File: config.mk
export PLATFORM = sky130hd
export DESIGN_NAME = lut_cell
export DESIGN_NICKNAME = d
export VERILOG_FILES = /design/src/rtl/lut_cell_pkg.sv /design/src/rtl/lut_cell_ctrl.sv /design/src/rtl/lut_cell_dp.sv /design/src/rtl/lut_cell.sv
export SDC_FILE = /design/constraint.sdc
export NUM_CORES = 1
export LEC_CHECK = 0
export BUFFER_PORTS_ARGS = -buffer_cell sky130_fd_sc_hd__buf_2
export CORE_MARGIN = 5
export CORE_UTILIZATION = 60
export CTS_CLUSTER_DIAMETER = 200
export DETAILED_ROUTE_END_ITERATION = 12
export GPL_TIMING_DRIVEN = 0
export PLACE_DENSITY = 0.79
export RECOVER_POWER = 50
export SKIP_LAST_GASP = 1
export SYNTH_ARGS = -nofsm -noshare
export SYNTH_HDL_FRONTEND = slang
export SYNTH_HIERARCHICAL = 1
export SYNTH_SLANG_ARGS = --single-unit
File: constraint.sdc
create_clock -name clk -period 6 [get_ports clk]
set_clock_uncertainty 0.05 [all_clocks]
set_input_delay 0.9 -clock clk [delete_from_list [all_inputs] [get_ports clk]]
set_output_delay 0.9 -clock clk [all_outputs]
set_load 0.02 [all_outputs]
File: src/rtl/lut_cell_pkg.sv
package lut_cell_pkg;
  localparam int LUT_IN = 4;
  localparam int LUT_SZ = 1 << LUT_IN;
  localparam int H_IN   = 3;
  localparam int H_SZ   = 1 << H_IN;
  localparam int SEL_W  = 2;

  typedef enum logic [1:0] {
    MODE_LOGIC = 2'd0,
    MODE_DP    = 2'd1,
    MODE_SP    = 2'd2,
    MODE_LOGIC2 = 2'd3
  } cellMode_e;

  // Packed so bit 0 is the F table entry 0 (first bit shifted in).
  typedef struct packed {
    cellMode_e                   mode;
    logic                        yUseQ;
    logic                        xUseQ;
    logic [SEL_W-1:0]            dSel;
    logic                        yTakeH;
    logic                        xTakeH;
    logic [H_IN-1:0][SEL_W-1:0]  hSel;
    logic [H_SZ-1:0]             hTab;
    logic [LUT_SZ-1:0]           gTab;
    logic [LUT_SZ-1:0]           fTab;
  } cellCfg_t;

  localparam int CFG_W  = $bits(cellCfg_t);
  localparam int CFG_IW = $clog2(CFG_W);
  localparam int F_BASE = 0;
  localparam int G_BASE = LUT_SZ;

  typedef struct packed {
    logic shift;
    logic blank;
    logic wrF;
    logic wrG;
    logic wrGHi;
    logic fFromG;
    logic gZero;
    logic gAddrA;
    logic portB;
    logic qLoad;
    logic qClear;
  } cellStrobe_t;
endpackage

File: src/rtl/lut_cell_ctrl.sv
module lut_cell_ctrl
  import lut_cell_pkg::*;
(
  input  cellMode_e   mode,
  input  logic        cfgEn,
  input  logic        wrEn,
  input  logic        hExt,
  input  logic        regCe,
  input  logic        regRst,
  output cellStrobe_t st
);
  logic wrOk;
  assign wrOk = wrEn && !cfgEn;

  always_comb begin
    st        = '0;
    st.shift  = cfgEn;
    st.blank  = cfgEn;
    st.qClear = regRst;
    st.qLoad  = regCe && !cfgEn;
    case (mode)
      MODE_DP: begin
        st.wrF    = wrOk;
        st.wrG    = wrOk;
        st.wrGHi  = 1'b1;
        st.gAddrA = 1'b1;
        st.portB  = 1'b1;
      end
      MODE_SP: begin
        st.wrF    = wrOk && !hExt;
        st.wrG    = wrOk && hExt;
        st.fFromG = hExt;
        st.gZero  = 1'b1;
      end
      default: ;
    endcase
  end
endmodule

File: src/rtl/lut_cell_dp.sv
module lut_cell_dp
  import lut_cell_pkg::*;
(
  input  logic              clk,
  input  cellStrobe_t       st,
  input  logic              cfgData,
  input  logic [LUT_IN-1:0] fIn,
  input  logic [LUT_IN-1:0] gIn,
  input  logic              hExt,
  input  logic [1:0]        wrData,
  output cellMode_e         mode,
  output logic              xOut,
  output logic              yOut,
  output logic              qOut,
  output logic [1:0]        rdB
);
  logic [CFG_W-1:0]  cfgQ;
  cellCfg_t          cf;
  logic [CFG_IW-1:0] fWrIdx, gWrIdx;
  logic [LUT_IN-1:0] gAddr;
  logic              fVal, gVal, hVal, dVal, qReg, cx, cy;
  logic [H_IN-1:0]   hIdx;

  assign cf     = cellCfg_t'(cfgQ);
  assign mode   = cf.mode;
  assign fWrIdx = CFG_IW'(F_BASE) + CFG_IW'(fIn);
  assign gWrIdx = CFG_IW'(G_BASE) + CFG_IW'(fIn);

  // Chain shift and RAM writes share one storage vector.
  always_ff @(posedge clk) begin
    if (st.shift) begin
      cfgQ <= {cfgData, cfgQ[CFG_W-1:1]};
    end else begin
      if (st.wrF) cfgQ[fWrIdx] <= wrData[0];
      if (st.wrG) cfgQ[gWrIdx] <= st.wrGHi ? wrData[1] : wrData[0];
    end
  end

  assign fVal  = st.fFromG ? cf.gTab[fIn] : cf.fTab[fIn];
  assign gAddr = st.gAddrA ? fIn : gIn;
  assign gVal  = st.gZero ? 1'b0 : cf.gTab[gAddr];

  for (genvar i = 0; i < H_IN; i++) begin : g_hsel
    assign hIdx[i] = (cf.hSel[i] == 2'd0) ? fVal :
                     (cf.hSel[i] == 2'd1) ? gVal :
                     (cf.hSel[i] == 2'd2) ? hExt : 1'b0;
  end
  assign hVal = cf.hTab[hIdx];

  always_comb begin
    case (cf.dSel)
      2'd0:    dVal = fVal;
      2'd1:    dVal = gVal;
      2'd2:    dVal = hVal;
      default: dVal = hExt;
    endcase
  end

  always_ff @(posedge clk) begin
    if (st.qClear)     qReg <= 1'b0;
    else if (st.qLoad) qReg <= dVal;
  end

  assign cx   = cf.xTakeH ? hVal : fVal;
  assign cy   = cf.yTakeH ? hVal : gVal;
  assign xOut = !st.blank && (cf.xUseQ ? qReg : cx);
  assign yOut = !st.blank && (cf.yUseQ ? qReg : cy);
  assign qOut = !st.blank && qReg;
  assign rdB  = (st.portB && !st.blank) ? {cf.gTab[gIn], cf.fTab[gIn]} : 2'b00;
endmodule

File: src/rtl/lut_cell.sv
module lut_cell
  import lut_cell_pkg::*;
(
  input  logic              clk,
  input  logic              cfgEn,
  input  logic              cfgData,
  input  logic [LUT_IN-1:0] fIn,
  input  logic [LUT_IN-1:0] gIn,
  input  logic              hExt,
  input  logic              wrEn,
  input  logic [1:0]        wrData,
  input  logic              regCe,
  input  logic              regRst,
  output logic              xOut,
  output logic              yOut,
  output logic              qOut,
  output logic [1:0]        rdB
);
  cellMode_e   cellMode;
  cellStrobe_t strobes;

  lut_cell_ctrl u_ctrl (
    .mode(cellMode), .cfgEn(cfgEn), .wrEn(wrEn), .hExt(hExt),
    .regCe(regCe), .regRst(regRst), .st(strobes)
  );

  lut_cell_dp u_dp (
    .clk(clk), .st(strobes), .cfgData(cfgData), .fIn(fIn), .gIn(gIn),
    .hExt(hExt), .wrData(wrData), .mode(cellMode), .xOut(xOut),
    .yOut(yOut), .qOut(qOut), .rdB(rdB)
  );
endmodule

# After elaboration in Yosys (flattened, before gate mapping)
# Index checks and enable logic that the tools add are counted.
# W data, S select, Z words.
# classes
n_addsub,1
n_lt_le_gt_ge,8
n_eq_ne,10
mux,45
reduce_logical,16
# op_table
op,count
$mux W54,4
$bwmux W54,2
$mux W1,25
$bmux W1 S4,5
$lt A4 B5 Y1 const B,3
$eq A2 B1 Y1 const B,5
$eq A2 B2 Y1 const B,5
$logic_and A1 B1 Y1,10
$logic_not A2 Y1,4
$lt A4 B7 Y1 const B,1
$lt A6 B7 Y1 const B,1
$add A5 B4 Y6 const A,1
$demux W1 S6,1
$ge A6 B1 Y1 const B,1
$mux W2,3
$demux W1 S4,1
$ge A4 B1 Y1 const B,1
$lt A3 B4 Y1 const B,1
$mux W4,1
$pmux W2 S2,1
$bmux W1 S3,1
$pmux W1 S3,1
$logic_not A1 Y1,2
# totals
ff_bits,55
input_bits,17
output_inout_bits,5
word_cells,82

# Longest topological paths before layout
# depth
depth_word,13
mapped_depth,15
depth_no_buf,12

# By module
# Netlist, hierarchy kept.
# modules_own_cells
mod,n_inst,cells_each,area_per_inst_um2,seq_area_each_um2
lut_cell_dp,1,299,3662.3,1641.6
lut_cell_ctrl,1,17,117.6,0.0

# Least setup slack after synthesis
# OpenSTA, ideal clock, no wires.
# synth_path
path_type,input-to-output
startpoint,in fIn[3]
endpoint,out xOut
arrival_time_ns,3.517
t_required_ns,5.050
setup_slack_ns,1.533
cell_stages,12
n_path_buf,2
cell_sequence,clkbuf_1 > buf_2 > mux4_2 > mux2i_1 > nand3b_1 > and4_1 > o31a_1 > a21boi_1 > and4b_1 > a211oi_2 > a311oi_1 > nor3_1
# synth_via
elab_chain_len,11
elab_cells_between_ends,20
classes_between,mux: 19; reduce/logical: 1
# synth_lines
element,line_no,source
"start, declared",lut_cell.sv:7,"input logic [LUT_IN-1:0] fIn,"
$mux W4,lut_cell_dp.sv:40,assign gAddr = st.gAddrA ? fIn : gIn;
$bmux W1 S4,lut_cell_dp.sv:41,assign gVal = st.gZero ? 1'b0 : cf.gTab[gAddr];
$mux W1 (not written as such),lut_cell_dp.sv:41,
$mux W1,lut_cell_dp.sv:41,
$mux W1,lut_cell_dp.sv:45,(cf.hSel[i] == 2'd1) ? gVal :
$mux W1,lut_cell_dp.sv:44,assign hIdx[i] = (cf.hSel[i] == 2'd0) ? fVal :
$bmux W1 S3,lut_cell_dp.sv:48,assign hVal = cf.hTab[hIdx];
$mux W1 (not written as such),lut_cell_dp.sv:48,
$mux W1 *,lut_cell_dp.sv:64,assign cx = cf.xTakeH ? hVal : fVal;
$mux W1 *,lut_cell_dp.sv:66,assign xOut = !st.blank && (cf.xUseQ ? qReg : cx);
$logic_and A1 B1 Y1 *,lut_cell_dp.sv:66,
"end, declared",lut_cell.sv:14,"output logic xOut,"
# Mark *: on every way between the ends. The rest lies on a longest branch, timed or not. The select of a mux whose other input is x is not followed.

==> results.cfg <==
[status]
status = finished, final reports clean

[route]
dr_wl_met3_um = 840
highest_layer = met4
met2_length_um = 4310
drc = 0
vias = 2879
wl_um = 9160
first_pass_iters = 5
drtIter0Drc = 319
vias_per_cell = 6.90
ant_nets = 0
drt-met1-wl_um = 3800
post_drt_wl_per_cell_um = 22.0

[timing]
rsz0062_at_grt = false
finalCritPeriodShare_pct = 84.2
setup_slack_ns = 0.948
hold_viol = 0
finalSetupTns_ns = 0
drv_slew = 0
tightest_slew_ns = 1.26
fmax_ghz = 0.198
final.min_clock_period_ns = 5.05
relSlewSlack_pct = 16.0
setup_viol = 0

[clocking]
htreeDepth = 2
clk_path_buf_depth = 2
cts_setup_buffers = 0
numCtsBuffers = 5
cts.repair.resized = 0
cts-root-buf = clkbuf_8
tritoncts = built
cts.clk_slew.worst_paths_ns = 0.10
hold_buffers = 0
clkSinkCount = 55
clock_latency_ns = 0.31

[finish]
antenna_cells = 0
nets = 358
fin_util_pct = 65.1
final_layout_size_suffix_gt1_share_pct = 18.8
synthToLayoutAreaGrowth_pct = 7.48
fin_area_mm2 = 0.00406

[placed_design]
gp_congestion = 0.919
dpl_cell_area_mm2 = 0.00396
portBuffers = 16
hpwl_um = 6830
dp_slack_ns = 1.18

[critical_path]
required_ns = 5.05
endpoint_kind = primary output
cpMaxStageDelayCell = edfxtp_1
r2r_start = u_dp/cf[53]$_DFFE_PP_
crit_family = compound AO/OA/AOI/OAI gates
critPathKind = flip-flop to primary output
startpoint_type = flip-flop
cpMostUsedCell = buf_4
crit_chain = buf_4 > inv_1 > ha_1 > buf_4 > buf_6 > mux2i_4 > mux2i_1 > a221oi_2 > a32oi_1 > o21a_2 > a21boi_1 > and4b_1 > a211oi_2 > a311oi_1 > nor3_1 > buf_2
critical_path_buf_inv_count = 5
cp_max_fo = 8
cp.arrival_ns = 4.10
cp_slowest_stage_delay_ns = 0.40
crit_start = u_dp/cf[53]$_DFFE_PP_

[yosys]
netlist_area_mm2 = 0.00378
synth_area_per_cell_um2 = 12.0
ys.flop_type = edfxtp_1
async_reset_ff_share_pct = 0
syn_nets = 335
ys_top_cells_by_area = edfxtp_1 (43%), mux4_2 (11%), a22o_1 (7.4%)
yosysTopAreaCell = edfxtp_1
yosysWarnings = 6
synth_top_area_share_pct = 42.9
synth.yosys.seq_area_share_pct = 43.4
ys_ff_latch = 55
synthTopCellsByCount = edfxtp_1 (54), a21o_1 (32), a22o_1 (32), and2_1 (23), clkbuf_1 (21)
synth_edf_count = 54
ys_types = 49
synthMostInstantiatedCell = edfxtp_1
syn_inst = 316

[floorplan]
ioPinCount = 22
die_area_mm2 = 0.00799
start_util_pct = 60.6
core_mm2 = 0.00624
die_w_um = 89.4
die_h_um = 89.4
num_rows = 29

[grt]
overflow = 0
grt_pass1_vias = 2852
gr-usage-all-layers_pct = 24.5
grt_max_degree = 24
antenna_found_initial = 0
grt_pass1_wl_um = 14700

[worst_hold_path]
hold_start = u_dp/qReg$_SDFFE_PP0P_
min_path_type = flip-flop to flip-flop

[power_and_ir_drop]
ir_drop_mv = 0.136
power_density_mw_per_mm2 = 224
p_leak_nw = 1.61

[job]
drv_cap = 0
-- final cells by class --
type | count | area, µm²
Timing Repair Buffer | 16 | 77.6
Fill cell | 500 | 2180
Clock inverter | 3 | 43.8
Buffer | 34 | 169
Inverter | 5 | 18.8
Clock buffer | 5 | 68.8
Tap cell | 77 | 96.3
Sequential cell | 55 | 1640
Multi-Input combinational cell | 222 | 1950
-- registers in the layout (all words and copies together) (netlist names) --
register,count
u_dp/qReg,1
u_dp/cf,54
-- power breakdown --
group | switching [W] | internal (W)
Sequential | 0.0000217 | 0.000449
Combinational | 0.0000997 | 0.0000859
Clock | 0.000128 | 0.000125
-- per-stage QoR --
stage	instances	hold slack, ns	total power (W)
global placement	409	0.444	0.000655
detailed placement	409	0.452	0.000662
CTS	417	0.467	0.000909
finish	417	0.469	0.000909
floorplan	316	0.409	0.000612
global route	417	0.507	0.000945
-- path summary, 6_finish.rpt --
check                                 to  slack (ns)  depth (start not counted)
setup reg to reg  u_dp/qReg$_SDFFE_PP0P_        2.39                         15
setup / recovery                    xOut        0.95                         16
hold / removal    u_dp/qReg$_SDFFE_PP0P_        0.47                          2
hold reg to reg   u_dp/qReg$_SDFFE_PP0P_        0.47                          2
-- logic make-up after synthesis --
| kind of cell | share of synthesized area [%] |
|---|---|
| AO/OA/AOI/OAI | 21.0 |
| adder cells (fa/ha/maj) | 0.662 |
| buffers and inverters | 5.06 |
| flip-flops | 43.4 |
| multiplexers | 16.7 |
| AND/OR/NAND/NOR | 13.1 |
-- layer usage --
layer | GRT usage [%] | vias to the layer above
li1 | - | 1275
met1 | 34.8 | 1415
met2 | 38.2 | 170
met3 | 4.15 | 19
met4 | 8.53 | 0
met5 | 0 | -
-- worst reg2reg max path: cells and delay by family, from the launching register on --
| kind | cells | cell delay (ns) |
|---|---|---|
| AO/OA/AOI/OAI | 7 | 1.39 |
| multiplexers | 2 | 0.74 |
| buffers and inverters | 4 | 0.49 |
| flip-flops | 1 | 0.40 |
| adder cells (fa/ha/maj) | 1 | 0.24 |
| AND/OR/NAND/NOR | 1 | 0.23 |
-- placed cells by master (no fill, tap or decap), types with 2 or more instances in the layout --
cell type | synthesis | routed
buf_4 | 9 | 8
clkbuf_1 | 21 | 24
a21oi_1 | 8 | 8
a211oi_2 | 3 | 3
and2_1 | 23 | 7
and2_0 | 0 | 16
clkbuf_8 | 0 | 5
o21ai_0 | 5 | 5
and4b_1 | 2 | 2
a311oi_1 | 2 | 2
a22o_1 | 32 | 32
mux4_2 | 18 | 18
mux2i_1 | 18 | 18
mux2i_4 | 2 | 2
ha_1 | 2 | 2
and3b_1 | 3 | 3
a221oi_2 | 2 | 2
nor2_1 | 16 | 16
nand3b_1 | 3 | 3
nand2_1 | 7 | 7
inv_1 | 5 | 5
edfxtp_1 | 54 | 54
buf_2 | 3 | 17
nor2b_1 | 4 | 4
nand3_1 | 2 | 2
nand2b_1 | 8 | 8
a21o_1 | 32 | 32
nor3_1 | 9 | 9
(Power assumes the default switching activity.)
